===== src/rtl/fifo_trig_pkg.sv =====
package fifo_trig_pkg;

    localparam int unsigned FIFO_DEPTH = 128;
    localparam int unsigned BYTE_W     = 8;

    typedef enum logic [2:0] {
        RA_CTRL    = 3'd0,
        RA_FLOW_HI = 3'd1,
        RA_FLOW_LO = 3'd2,
        RA_TX_LVL  = 3'd3,
        RA_RX_LVL  = 3'd4,
        RA_STATUS  = 3'd5,
        RA_RX_CNT  = 3'd6,
        RA_TX_CNT  = 3'd7
    } reg_addr_e;

    typedef enum logic {
        LV_BELOW = 1'b0,
        LV_ABOVE = 1'b1
    } lvl_state_e;

    // Fixed receive levels of the compatible scheme, in stored entries.
    function automatic int unsigned compat_rx_level(input logic [1:0] sel);
        int unsigned lvl;
        unique case (sel)
            2'd0: lvl = 8;
            2'd1: lvl = 16;
            2'd2: lvl = 56;
            2'd3: lvl = 60;
        endcase
        return lvl;
    endfunction

    // Fixed transmit levels of the compatible scheme, in free spaces.
    function automatic int unsigned compat_tx_level(input logic [1:0] sel);
        int unsigned lvl;
        unique case (sel)
            2'd0: lvl = 8;
            2'd1: lvl = 16;
            2'd2: lvl = 32;
            2'd3: lvl = 56;
        endcase
        return lvl;
    endfunction

endpackage


===== src/rtl/trig_byte_fifo.sv =====
module trig_byte_fifo #(
    parameter int unsigned DEPTH = 128,
    parameter int unsigned DW    = 8
) (
    input  logic                        clk,
    input  logic                        rst_n,
    input  logic                        flush,
    input  logic                        push,
    input  logic [DW-1:0]               din,
    input  logic                        pop,
    output logic [DW-1:0]               dout,
    output logic [$clog2(DEPTH):0]      count,
    output logic                        drop
);
    localparam int unsigned AW = $clog2(DEPTH);
    localparam int unsigned CW = AW + 1;

    logic [DW-1:0] mem [DEPTH];
    logic [AW-1:0] wr_ptr, rd_ptr;
    logic [CW-1:0] cnt;
    logic          full, do_push, do_pop;

    function automatic logic [AW-1:0] step(input logic [AW-1:0] p);
        return (p == AW'(DEPTH - 1)) ? '0 : p + AW'(1);
    endfunction

    assign full    = (cnt == CW'(DEPTH));
    assign do_pop  = pop && (cnt != '0);
    assign do_push = push && (!full || do_pop);
    assign drop    = push && !do_push && !flush;
    assign dout    = mem[rd_ptr];
    assign count   = cnt;

    always_ff @(posedge clk) begin
        if (do_push && !flush) begin
            mem[wr_ptr] <= din;
        end
    end

    always_ff @(posedge clk or negedge rst_n) begin
        if (!rst_n) begin
            wr_ptr <= '0;
            rd_ptr <= '0;
            cnt    <= '0;
        end else if (flush) begin
            wr_ptr <= '0;
            rd_ptr <= '0;
            cnt    <= '0;
        end else begin
            if (do_push) wr_ptr <= step(wr_ptr);
            if (do_pop)  rd_ptr <= step(rd_ptr);
            unique case ({do_push, do_pop})
                2'b10:   cnt <= cnt + CW'(1);
                2'b01:   cnt <= cnt - CW'(1);
                default: cnt <= cnt;
            endcase
        end
    end

    AST_COUNT_BOUND: assert property (@(posedge clk) disable iff (!rst_n)
        count <= CW'(DEPTH));
    AST_FLUSH_EMPTIES: assert property (@(posedge clk) disable iff (!rst_n)
        flush |=> (count == '0));
    AST_FULL_KEEPS: assert property (@(posedge clk) disable iff (!rst_n)
        (full && push && !pop && !flush) |=> (count == CW'(DEPTH)));
    AST_BOTH_STEADY: assert property (@(posedge clk) disable iff (!rst_n)
        (push && pop && !flush && (count != '0)) |=> $stable(count));

endmodule


===== src/rtl/lvl_irq_fsm.sv =====
module lvl_irq_fsm
    import fifo_trig_pkg::*;
(
    input  logic clk,
    input  logic rst_n,
    input  logic meets,
    output logic irq
);
    lvl_state_e state_q, state_d;

    always_ff @(posedge clk or negedge rst_n) begin
        if (!rst_n) state_q <= LV_BELOW;
        else        state_q <= state_d;
    end

    // Transitions: RAISE (LV_BELOW -> LV_ABOVE), CLEAR (LV_ABOVE -> LV_BELOW).
    always_comb begin
        state_d = state_q;
        unique case (state_q)
            LV_BELOW: if (meets)  state_d = LV_ABOVE;
            LV_ABOVE: if (!meets) state_d = LV_BELOW;
        endcase
    end

    always_comb begin
        irq = 1'b0;
        unique case (state_q)
            LV_BELOW: irq = 1'b0;
            LV_ABOVE: irq = 1'b1;
        endcase
    end

    AST_IRQ_CLEARS: assert property (@(posedge clk) disable iff (!rst_n)
        (irq && !meets) |=> !irq);

endmodule


===== src/rtl/uart_fifo_trig_ctl.sv =====
module uart_fifo_trig_ctl
    import fifo_trig_pkg::*;
#(
    parameter int unsigned DEPTH = FIFO_DEPTH,
    parameter int unsigned DW    = BYTE_W
) (
    input  logic          clk,
    input  logic          rst_n,
    input  logic          reg_we,
    input  logic          reg_re,
    input  logic [2:0]    reg_addr,
    input  logic [7:0]    reg_wdata,
    output logic [7:0]    reg_rdata,
    input  logic          host_tx_push,
    input  logic [DW-1:0] host_tx_data,
    input  logic          line_tx_pop,
    output logic [DW-1:0] line_tx_data,
    input  logic          line_rx_push,
    input  logic [DW-1:0] line_rx_data,
    input  logic          host_rx_pop,
    output logic [DW-1:0] host_rx_data,
    output logic          rx_irq,
    output logic          tx_irq
);
    localparam int unsigned AW = $clog2(DEPTH);
    localparam int unsigned CW = AW + 1;

    logic [3:0]    sel_q;
    logic [7:0]    flow_hi_q, flow_lo_q, tx_lvl_q, rx_lvl_q;
    logic          ovr_q;
    logic          ext_mode, wr_ctrl, stat_rd, rx_flush, tx_flush;
    logic          rx_drop, tx_drop, rx_meets, tx_meets;
    logic [CW-1:0] rx_count, tx_count, tx_free, rx_level, tx_level;

    assign ext_mode = |{flow_hi_q, flow_lo_q, tx_lvl_q, rx_lvl_q};
    assign wr_ctrl  = reg_we && (reg_addr == RA_CTRL);
    assign stat_rd  = reg_re && (reg_addr == RA_STATUS);
    assign rx_flush = wr_ctrl && reg_wdata[4];
    assign tx_flush = wr_ctrl && reg_wdata[5];

    // Register writes
    always_ff @(posedge clk or negedge rst_n) begin
        if (!rst_n) begin
            sel_q     <= '0;
            flow_hi_q <= '0;
            flow_lo_q <= '0;
            tx_lvl_q  <= '0;
            rx_lvl_q  <= '0;
        end else if (reg_we) begin
            unique case (reg_addr_e'(reg_addr))
                RA_CTRL:    sel_q     <= reg_wdata[3:0];
                RA_FLOW_HI: flow_hi_q <= reg_wdata;
                RA_FLOW_LO: flow_lo_q <= reg_wdata;
                RA_TX_LVL:  tx_lvl_q  <= reg_wdata;
                RA_RX_LVL:  rx_lvl_q  <= reg_wdata;
                default:    ;
            endcase
        end
    end

    // Sticky overrun: a new drop wins over the clearing read
    always_ff @(posedge clk or negedge rst_n) begin
        if (!rst_n)       ovr_q <= 1'b0;
        else if (rx_drop) ovr_q <= 1'b1;
        else if (stat_rd) ovr_q <= 1'b0;
    end

    always_comb begin
        reg_rdata = '0;
        unique case (reg_addr_e'(reg_addr))
            RA_CTRL:    reg_rdata = {4'b0000, sel_q};
            RA_FLOW_HI: reg_rdata = flow_hi_q;
            RA_FLOW_LO: reg_rdata = flow_lo_q;
            RA_TX_LVL:  reg_rdata = tx_lvl_q;
            RA_RX_LVL:  reg_rdata = rx_lvl_q;
            RA_STATUS:  reg_rdata = {4'b0000, tx_irq, rx_irq, ext_mode, ovr_q};
            RA_RX_CNT:  reg_rdata = 8'(rx_count);
            RA_TX_CNT:  reg_rdata = 8'(tx_count);
        endcase
    end

    // Threshold selection
    always_comb begin
        if (ext_mode) begin
            rx_level = {{(CW-AW){1'b0}}, rx_lvl_q[AW-1:0]} + CW'(1);
            tx_level = {{(CW-AW){1'b0}}, tx_lvl_q[AW-1:0]} + CW'(1);
        end else begin
            rx_level = CW'(compat_rx_level(sel_q[1:0]));
            tx_level = CW'(compat_tx_level(sel_q[3:2]));
        end
    end

    assign tx_free  = CW'(DEPTH) - tx_count;
    assign rx_meets = (rx_count >= rx_level);
    assign tx_meets = (tx_free >= tx_level);

    trig_byte_fifo #(.DEPTH(DEPTH), .DW(DW)) u_rx_fifo (
        .clk   (clk),
        .rst_n (rst_n),
        .flush (rx_flush),
        .push  (line_rx_push),
        .din   (line_rx_data),
        .pop   (host_rx_pop),
        .dout  (host_rx_data),
        .count (rx_count),
        .drop  (rx_drop)
    );

    trig_byte_fifo #(.DEPTH(DEPTH), .DW(DW)) u_tx_fifo (
        .clk   (clk),
        .rst_n (rst_n),
        .flush (tx_flush),
        .push  (host_tx_push),
        .din   (host_tx_data),
        .pop   (line_tx_pop),
        .dout  (line_tx_data),
        .count (tx_count),
        .drop  (tx_drop)
    );

    lvl_irq_fsm u_rx_irq (
        .clk   (clk),
        .rst_n (rst_n),
        .meets (rx_meets),
        .irq   (rx_irq)
    );

    lvl_irq_fsm u_tx_irq (
        .clk   (clk),
        .rst_n (rst_n),
        .meets (tx_meets),
        .irq   (tx_irq)
    );

    AST_RX_TRIG: assert property (@(posedge clk) disable iff (!rst_n)
        (rx_count >= rx_level) |=> rx_irq);
    AST_TX_TRIG: assert property (@(posedge clk) disable iff (!rst_n)
        (tx_free >= tx_level) |=> tx_irq);
    AST_OVR_SET: assert property (@(posedge clk) disable iff (!rst_n)
        rx_drop |=> ovr_q);
    AST_TX_DROP_FULL: assert property (@(posedge clk) disable iff (!rst_n)
        tx_drop |=> (tx_count == CW'(DEPTH)));

endmodule


===== config.mk =====
export PLATFORM = sky130hd
export DESIGN_NAME = uart_fifo_trig_ctl
export DESIGN_NICKNAME = d
export VERILOG_FILES = /design/src/rtl/fifo_trig_pkg.sv /design/src/rtl/trig_byte_fifo.sv /design/src/rtl/lvl_irq_fsm.sv /design/src/rtl/uart_fifo_trig_ctl.sv
export SDC_FILE = /design/constraint.sdc
export NUM_CORES = 2
export LEC_CHECK = 0
export ABC_AREA = 0
export ABC_CLOCK_PERIOD_IN_PS = 3200
export BUFFER_PORTS_ARGS = -buffer_cell sky130_fd_sc_hd__buf_2
export CORE_MARGIN = 4
export CORE_UTILIZATION = 55
export CTS_CLUSTER_DIAMETER = 200
export DETAILED_ROUTE_END_ITERATION = 16
export PLACE_DENSITY = 0.7
export SYNTH_ARGS = -nofsm -noshare
export SYNTH_HDL_FRONTEND = slang
export SYNTH_HIERARCHICAL = 1
export SYNTH_SLANG_ARGS = --single-unit

===== constraint.sdc =====
create_clock -name clk -period 3.2 [get_ports clk]
set_input_delay 0 -clock clk [delete_from_list [all_inputs] [get_ports clk]]
set_output_delay 0 -clock clk [all_outputs]
set_load 0.005 [all_outputs]

### Yosys cells after proc, flatten, opt, wreduce, memory -nomap -nowiden

Memories as Yosys holds them, arrays and structs flattened.
Cells that the tools add are included.

| cells by class | value |
|---|---|
| $add $sub $neg | 11 |
| $mul | 0 |
| divide/modulo/power cells | 0 |
| $lt $le $gt $ge | 2 |
| equality and inequality tests | 23 |
| shift-type cells | 0 |
| multiplexer cells | 31 |
| bitwise logic cells | 2 |
| reduce and logical (&&, ||, !) cells | 37 |

Operators by type and width:

| cell | number |
|---|---|
| 2-to-1 mux 7 bit | 12 |
| one-hot mux 8 bit (4 select lines) | 2 |
| one-hot mux 8 bit (8 select lines) | 1 |
| 2-to-1 mux 8 bit | 4 |
| one-hot mux 8 bit (2 select lines) | 2 |
| OR reduction 32 bit | 1 |
| adder 7 x 1 -> 7 bit, second input constant | 4 |
| equality test 7 bit, second input constant | 4 |
| adder 7 x 1 -> 8 bit, second input constant | 2 |
| adder 8 x 1 -> 8 bit, second input constant | 2 |
| equality test 8 bit, second input constant | 2 |
| greater-or-equal comparator 8 bit | 2 |
| nonzero test 8 bit | 2 |
| subtractor 8 x 1 -> 8 bit, second input constant | 2 |
| equality test 2 bit, second input constant | 6 |
| equality test 3 bit, second input constant | 4 |
| logical AND 1 bit | 12 |
| AND reduction 2 bit | 5 |
| nonzero test 2 bit | 5 |
| equality test 2 x 1 -> 1 bit, second input constant | 4 |
| 2-to-1 mux 1 bit | 8 |
| subtractor 8 bit, first input constant | 1 |
| equality test 3 x 2 -> 1 bit, second input constant | 2 |
| nonzero test 3 bit | 2 |
| 7 further kinds | 15 |

| storage, ports and cells | value |
|---|---|
| register bits | 83 |
| bits in latches | 0 |
| RAM bits | 2,048 |
| bits in read-only memories | 0 |
| bits of input ports | 35 |
| output and inout port bits | 26 |
| logic and storage cells | 122 |
| memories | 2 |

Memory list:

| memory | words | bits a word | read ports | clocked after Yosys merged registers in | wr ports | line | RTL |
|---|---|---|---|---|---|---|---|
| u_rx_fifo.mem | 128 | 8 | 1 | 0 | 1 | trig_byte_fifo.sv:18 | `logic [DW-1:0] mem [DEPTH];` |
| u_tx_fifo.mem | 128 | 8 | 1 | 0 | 1 | trig_byte_fifo.sv:18 |  |

### Depth between registers and ports, before layout

| depth | value |
|---|---|
| word-level depth | 8 |
| gate-level depth with buffers | 11 |
| gate-level depth less buffers | 11 |

### By module

Netlist, hierarchy kept.

Modules (own cells, without submodules):

| module | instances | cells each | area an instance (um^2) | seq. area each (um^2) |
|---|---|---|---|---|
| trig_byte_fifo (u_rx_fifo) | 1 | 2,296 | 41,484.8 | 31,300.0 |
| trig_byte_fifo (u_tx_fifo) | 1 | 2,295 | 41,466.0 | 31,300.0 |
| uart_fifo_trig_ctl | 1 | 296 | 2,934.1 | 925.9 |
| lvl_irq_fsm | 2 | 1 | 25.0 | 25.0 |

### Worst setup path after synthesis

No wires, ideal clock.

| timing | value |
|---|---|
| path type | register to register |
| start | reg u_tx_fifo.cnt[1], in the netlist u_tx_fifo/count[1] |
| end | reg u_tx_fifo.cnt[7], in the netlist u_tx_fifo/count[7] |
| library setup time | 0.136 ns |
| data arrival time | 3.224 ns |
| data required time | 3.064 ns |
| slack | -0.160 ns |
| stages on the path, launching flop included | 12 |
| path buffers | 0 |
| clock period less this slack | 3.360 ns |
| path through | dfrtp_1 > nor3_1 > nand2_2 > o21ai_0 > nor2_1 > ha_1 > a21oi_1 > o211ai_1 > o41ai_1 > mux2_2 > a21oi_1 > a21oi_1 |

| on the way | value |
|---|---|
| word-level cells in the longest chain between the ends | 7 |
| elaborated cells between the ends (all ways) | 13 |
| those cells by class | add/sub: 2; eq/ne: 3; mux: 2; reduce/logical: 6 |

Ends and longest elaborated chain:

| element | line | RTL |
|---|---|---|
| from (decl) | trig_byte_fifo.sv:20 | `logic [CW-1:0] cnt;` |
| from (signal assigned) | trig_byte_fifo.sv:53 | `2'b10: cnt <= cnt + CW'(1);` |
| from (signal assigned) | trig_byte_fifo.sv:54 | `2'b01: cnt <= cnt - CW'(1);` |
| from (signal assigned) | trig_byte_fifo.sv:55 | `default: cnt <= cnt;` |
| equality test 8 bit or nonzero test 8 bit (tied branches) | trig_byte_fifo.sv:27, trig_byte_fifo.sv:28 |  |
| logical NOT 1 bit or logical AND 1 bit (tied branches) | trig_byte_fifo.sv:29, trig_byte_fifo.sv:28 |  |
| logical OR 1 bit | trig_byte_fifo.sv:29 | `assign do_push = push && (!full \|\| do_pop);` |
| logical AND 1 bit | trig_byte_fifo.sv:29 |  |
| equality test 2 x 1 -> 1 bit or equality test 2 bit (tied branches) | trig_byte_fifo.sv:52 | `unique case ({do_push, do_pop})` |
| one-hot mux 8 bit (2 select lines) | trig_byte_fifo.sv:52 |  |
| 2-to-1 mux 8 bit | trig_byte_fifo.sv:45 | `end else if (flush) begin` |

Several ways; a longest one is shown, not always the timed one.
A chain may end at the register's enable or synchronous reset.

### Worst setup path in the final report

| timing | value |
|---|---|
| start | reg u_tx_fifo.rd_ptr[0] |
| end | out line_tx_data[3] |

| on the way | value |
|---|---|
| word-level cells in the longest chain between the ends | 1 |

Ends and longest elaborated chain:

| element | line | RTL |
|---|---|---|
| from (decl) | trig_byte_fifo.sv:19 | `logic [AW-1:0] wr_ptr, rd_ptr;` |
| from (signal assigned) | trig_byte_fifo.sv:51 | `if (do_pop) rd_ptr <= step(rd_ptr);` |
| memory (128 x 8 bit) | -- |  |
| to (decl) | uart_fifo_trig_ctl.sv:17 | `output logic [DW-1:0] line_tx_data,` |

Every way passes these cells.

==> results.md <==
* Status: complete, but fails checks
* Failing checks: negative setup slack
* Crit-path cells: buf_12, buf_12, buf_16, buf_4, mux4_2, mux2i_2, nand2_1, nand4_1, nand4_1, buf_2
* Achievable clock frequency at 288 MHz
* CP Depth at 10
* GR Util met1 at 37.9%
* Crit path DAT at 3470 ps
* WS Path Type: flip-flop to output pin
* Setup_tns at -3150 ps
* PortBufs at 60
* Slowest stage cell, crit path: dfrtp_4
* Min Tclk post-route at 3470 ps
* Maxcap violations at 0
* M3 GR Usage at 5.20%
* Layout cell share with drive strength beyond 1 at 25.2%
* Antenna Nets Post-Route at 0
* Yosys warnings at 6
* Unrepaired setup endpoints after global routing: yes
* Final Slew Violations at 0
* Number of global-route vias before repair at 47,700
* Worst r2r dst: u_rx_fifo/count[7]
* Critical path peak fanout at 7
* Worst setup EP type: output pin
* Fillers at 10,000
* Max VDD drop at 0.616 mV
* Gate Count Post-Synth at 4,888
* Clock sink total at 2,131
* Util after Layout at 66.1%
* GR Overflow Total at 0
* DP Wirelength at 125,000 µm
* WP data required at 3200 ps
* # rows at 144
* Crit path launch: u_tx_fifo/rd_ptr[0]
* Worst skew pair latency at 830 ps
* CP startpoint kind: flip-flop
* DRT iter0 DRCs at 5,782
* Post-route design area at 0.102 mm²
* Clk root buf: clkbuf_16
* Total track usage at 26.8%
* Initial antenna violation count at 3
* Placer Congestion at 0.886
* Global-route wire length before repair at 323,000 µm
* Static Leakage at 34.4 nW
* Reg2reg setup slack at 200 ps
* Worst Setup EP: line_tx_data[3]
* WL/cell at 29.2 µm
* Pin count of the biggest net entering global routing at 103
* Syn-to-layout area delta at 18.9%
* Most Used Layer, Global Route: met2
* CTS clk-pin slew, worst paths at 60 ps
* CP delay by family, top: buffers and inverters
* Rel. slew slack at 24.5%
* Crit share post-route at 108%
* Setup Viol. Count Final at 16
* Starting Density at 55.6%
* Vias/cell at 6.39
* Drt pass-1 iters at 6
* Area after DPL at 0.0903 mm²
* Buf+Inv Stages, Crit Path at 5
* Worst Reg-to-Reg Cells at 12
* Via Count at 48,700
* Pwr Density at 769 mW/mm²
* # H-tree levels at 4
* Hold Crit Class: input port to flip-flop
* Synthesized area at 0.0859 mm²
* Max stage delay on crit path at 520 ps
* Die ar. at 0.163 mm²
* WL final at 222,000 µm
* Clock tree buffer depth at 3
* Syn Nets at 4,966
* Hold slack at 86.5 ps
* Die width at 403 µm
* Final hold violation count at 0
* Worst Skew at 37.5 ps
* R2R Path Start: u_rx_fifo/count[3]
* CORE AREA at 0.155 mm²
* CTS tree: yes
* Die Ht at 403 µm
* Total Nets Final at 5,482
* TritonCTS Buffers at 206
* Fin worst setup slack at -269 ps
* Tot Pwr at 78.6 mW
* # DRC at 0
* Num ports at 61
* Met2 Track Usage GR at 42.2%
* Measured slew at the worst slew-check pin at 1130 ps
* Syn_area_per_cell at 17.6 µm²
## metrics by stage
step                      setup WS [ps]  std cells
after floorplan                    16.8       4888
after global routing               -359       7620
after detailed placement            151       7020
after CTS                          -253       7561
final                              -269       7621
after global placement              157       7020
## final cells by class
type / instances / area (µm²) / area share [%]
Antenna cell: 1 / 2.50 / 0.00245
Clock buffer: 251 / 5350 / 5.23
Clock inverter: 129 / 1340 / 1.31
Inverter: 23 / 86.3 / 0.0845
Multi-Input combinational cell: 2472 / 22500 / 22.0
Sequential cell: 2131 / 63600 / 62.3
Tap cell: 2044 / 2560 / 2.50
Timing Repair Buffer: 570 / 6690 / 6.55
## what timing repair did
item	CTS	global route
hold endpoints to repair	1446	0
setup endpoints to repair	16	26
gates resized for setup	290	199
setup buffers	73	58
hold buffers	48	0
cloned	45	11
pin swaps	96	99
## worst register-to-register path, delay by kind of cell, from the launching register on
| kind | cells | cell delay [ps] |
|---|---|---|
| AOI/OAI and AO/OA | 6 | 1070 |
| adders and majority gates | 1 | 300 |
| buffers and inverters | 1 | 180 |
| DFF | 1 | 400 |
| muxes | 1 | 320 |
| and+or+nand+nor | 3 | 620 |
## how the worst min path moves through the flow
| stage | from | to | slack, ps | cells past startpoint |
|---|---|---|---|---|
| global route | reg_wdata[5] | rx_lvl_q[5] | 80 | 3 |
| global placement | rst_n | u_tx_fifo/rd_ptr[3] | 50 | 1 |
| floorplan | rst_n | flow_hi_q[0] | -300 | 0 |
| CTS | reg_wdata[5] | rx_lvl_q[5] | 50 | 3 |
| finish | reg_wdata[5] | rx_lvl_q[5] | 90 | 3 |
| detailed placement | rst_n | u_tx_fifo/rd_ptr[3] | 70 | 1 |
## power by group
part           total (mW)  switching [mW]  internal, mW  leakage (nW)
Sequential           31.9           0.650          31.2          19.4
Clock                24.0            10.4          13.6          3.27
Combinational        22.7            12.5          10.2          11.7
## placed cells by master (no fill, tap or decap), types with 20 or more instances in the layout
| master | instances |
|---|---|
| buf_2 | 41 |
| buf_16 | 47 |
| nor3_2 | 35 |
| inv_1 | 22 |
| mux4_2 | 271 |
| mux2_2 | 35 |
| nand3_1 | 47 |
| dfrtp_1 | 73 |
| nor2_2 | 27 |
| nor2b_1 | 27 |
| o21ai_2 | 20 |
| o22ai_1 | 107 |
| mux2i_1 | 578 |
| o21ai_0 | 75 |
| edfxtp_1 | 2048 |
| buf_6 | 28 |
| bufinv_16 | 21 |
| buf_12 | 54 |
| dlygate4sd3_1 | 47 |
| clkinv_2 | 49 |
| mux2i_4 | 20 |
| o21ai_1 | 51 |
| nor3_1 | 35 |
| mux2i_2 | 29 |
| clkinv_1 | 39 |
| clkbuf_1 | 44 |
| nand4_1 | 64 |
| clkbuf_16 | 218 |
| a21oi_1 | 49 |
| xor2_1 | 21 |
| ha_1 | 41 |
| nor2_1 | 458 |
| nor4_2 | 38 |
| nand2_1 | 189 |
| buf_4 | 318 |
## flip-flops by register name, indices dropped and copies added, names as in the netlist
register,count
sel_q,4
flow_hi_q,8
rx_lvl_q,8
u_rx_fifo/mem,1024
tx_lvl_q,8
u_rx_irq/state_q,1
u_tx_fifo/count,8
flow_lo_q,8
u_rx_fifo/count,8
ovr_q,1
u_tx_fifo/rd_ptr,7
u_rx_fifo/wr_ptr,7
u_tx_irq/state_q,1
u_tx_fifo/mem,1024
u_tx_fifo/wr_ptr,7
u_rx_fifo/rd_ptr,7
## metal layers
| metal | up-vias | wire, µm |
|---|---|---|
| met5 | - | 30 |
| met4 | 4 | 7990 |
| met3 | 478 | 21300 |
| met2 | 2778 | 107000 |
| met1 | 25000 | 86100 |
| li1 | 20500 | - |
(Power assumes the default switching activity.)
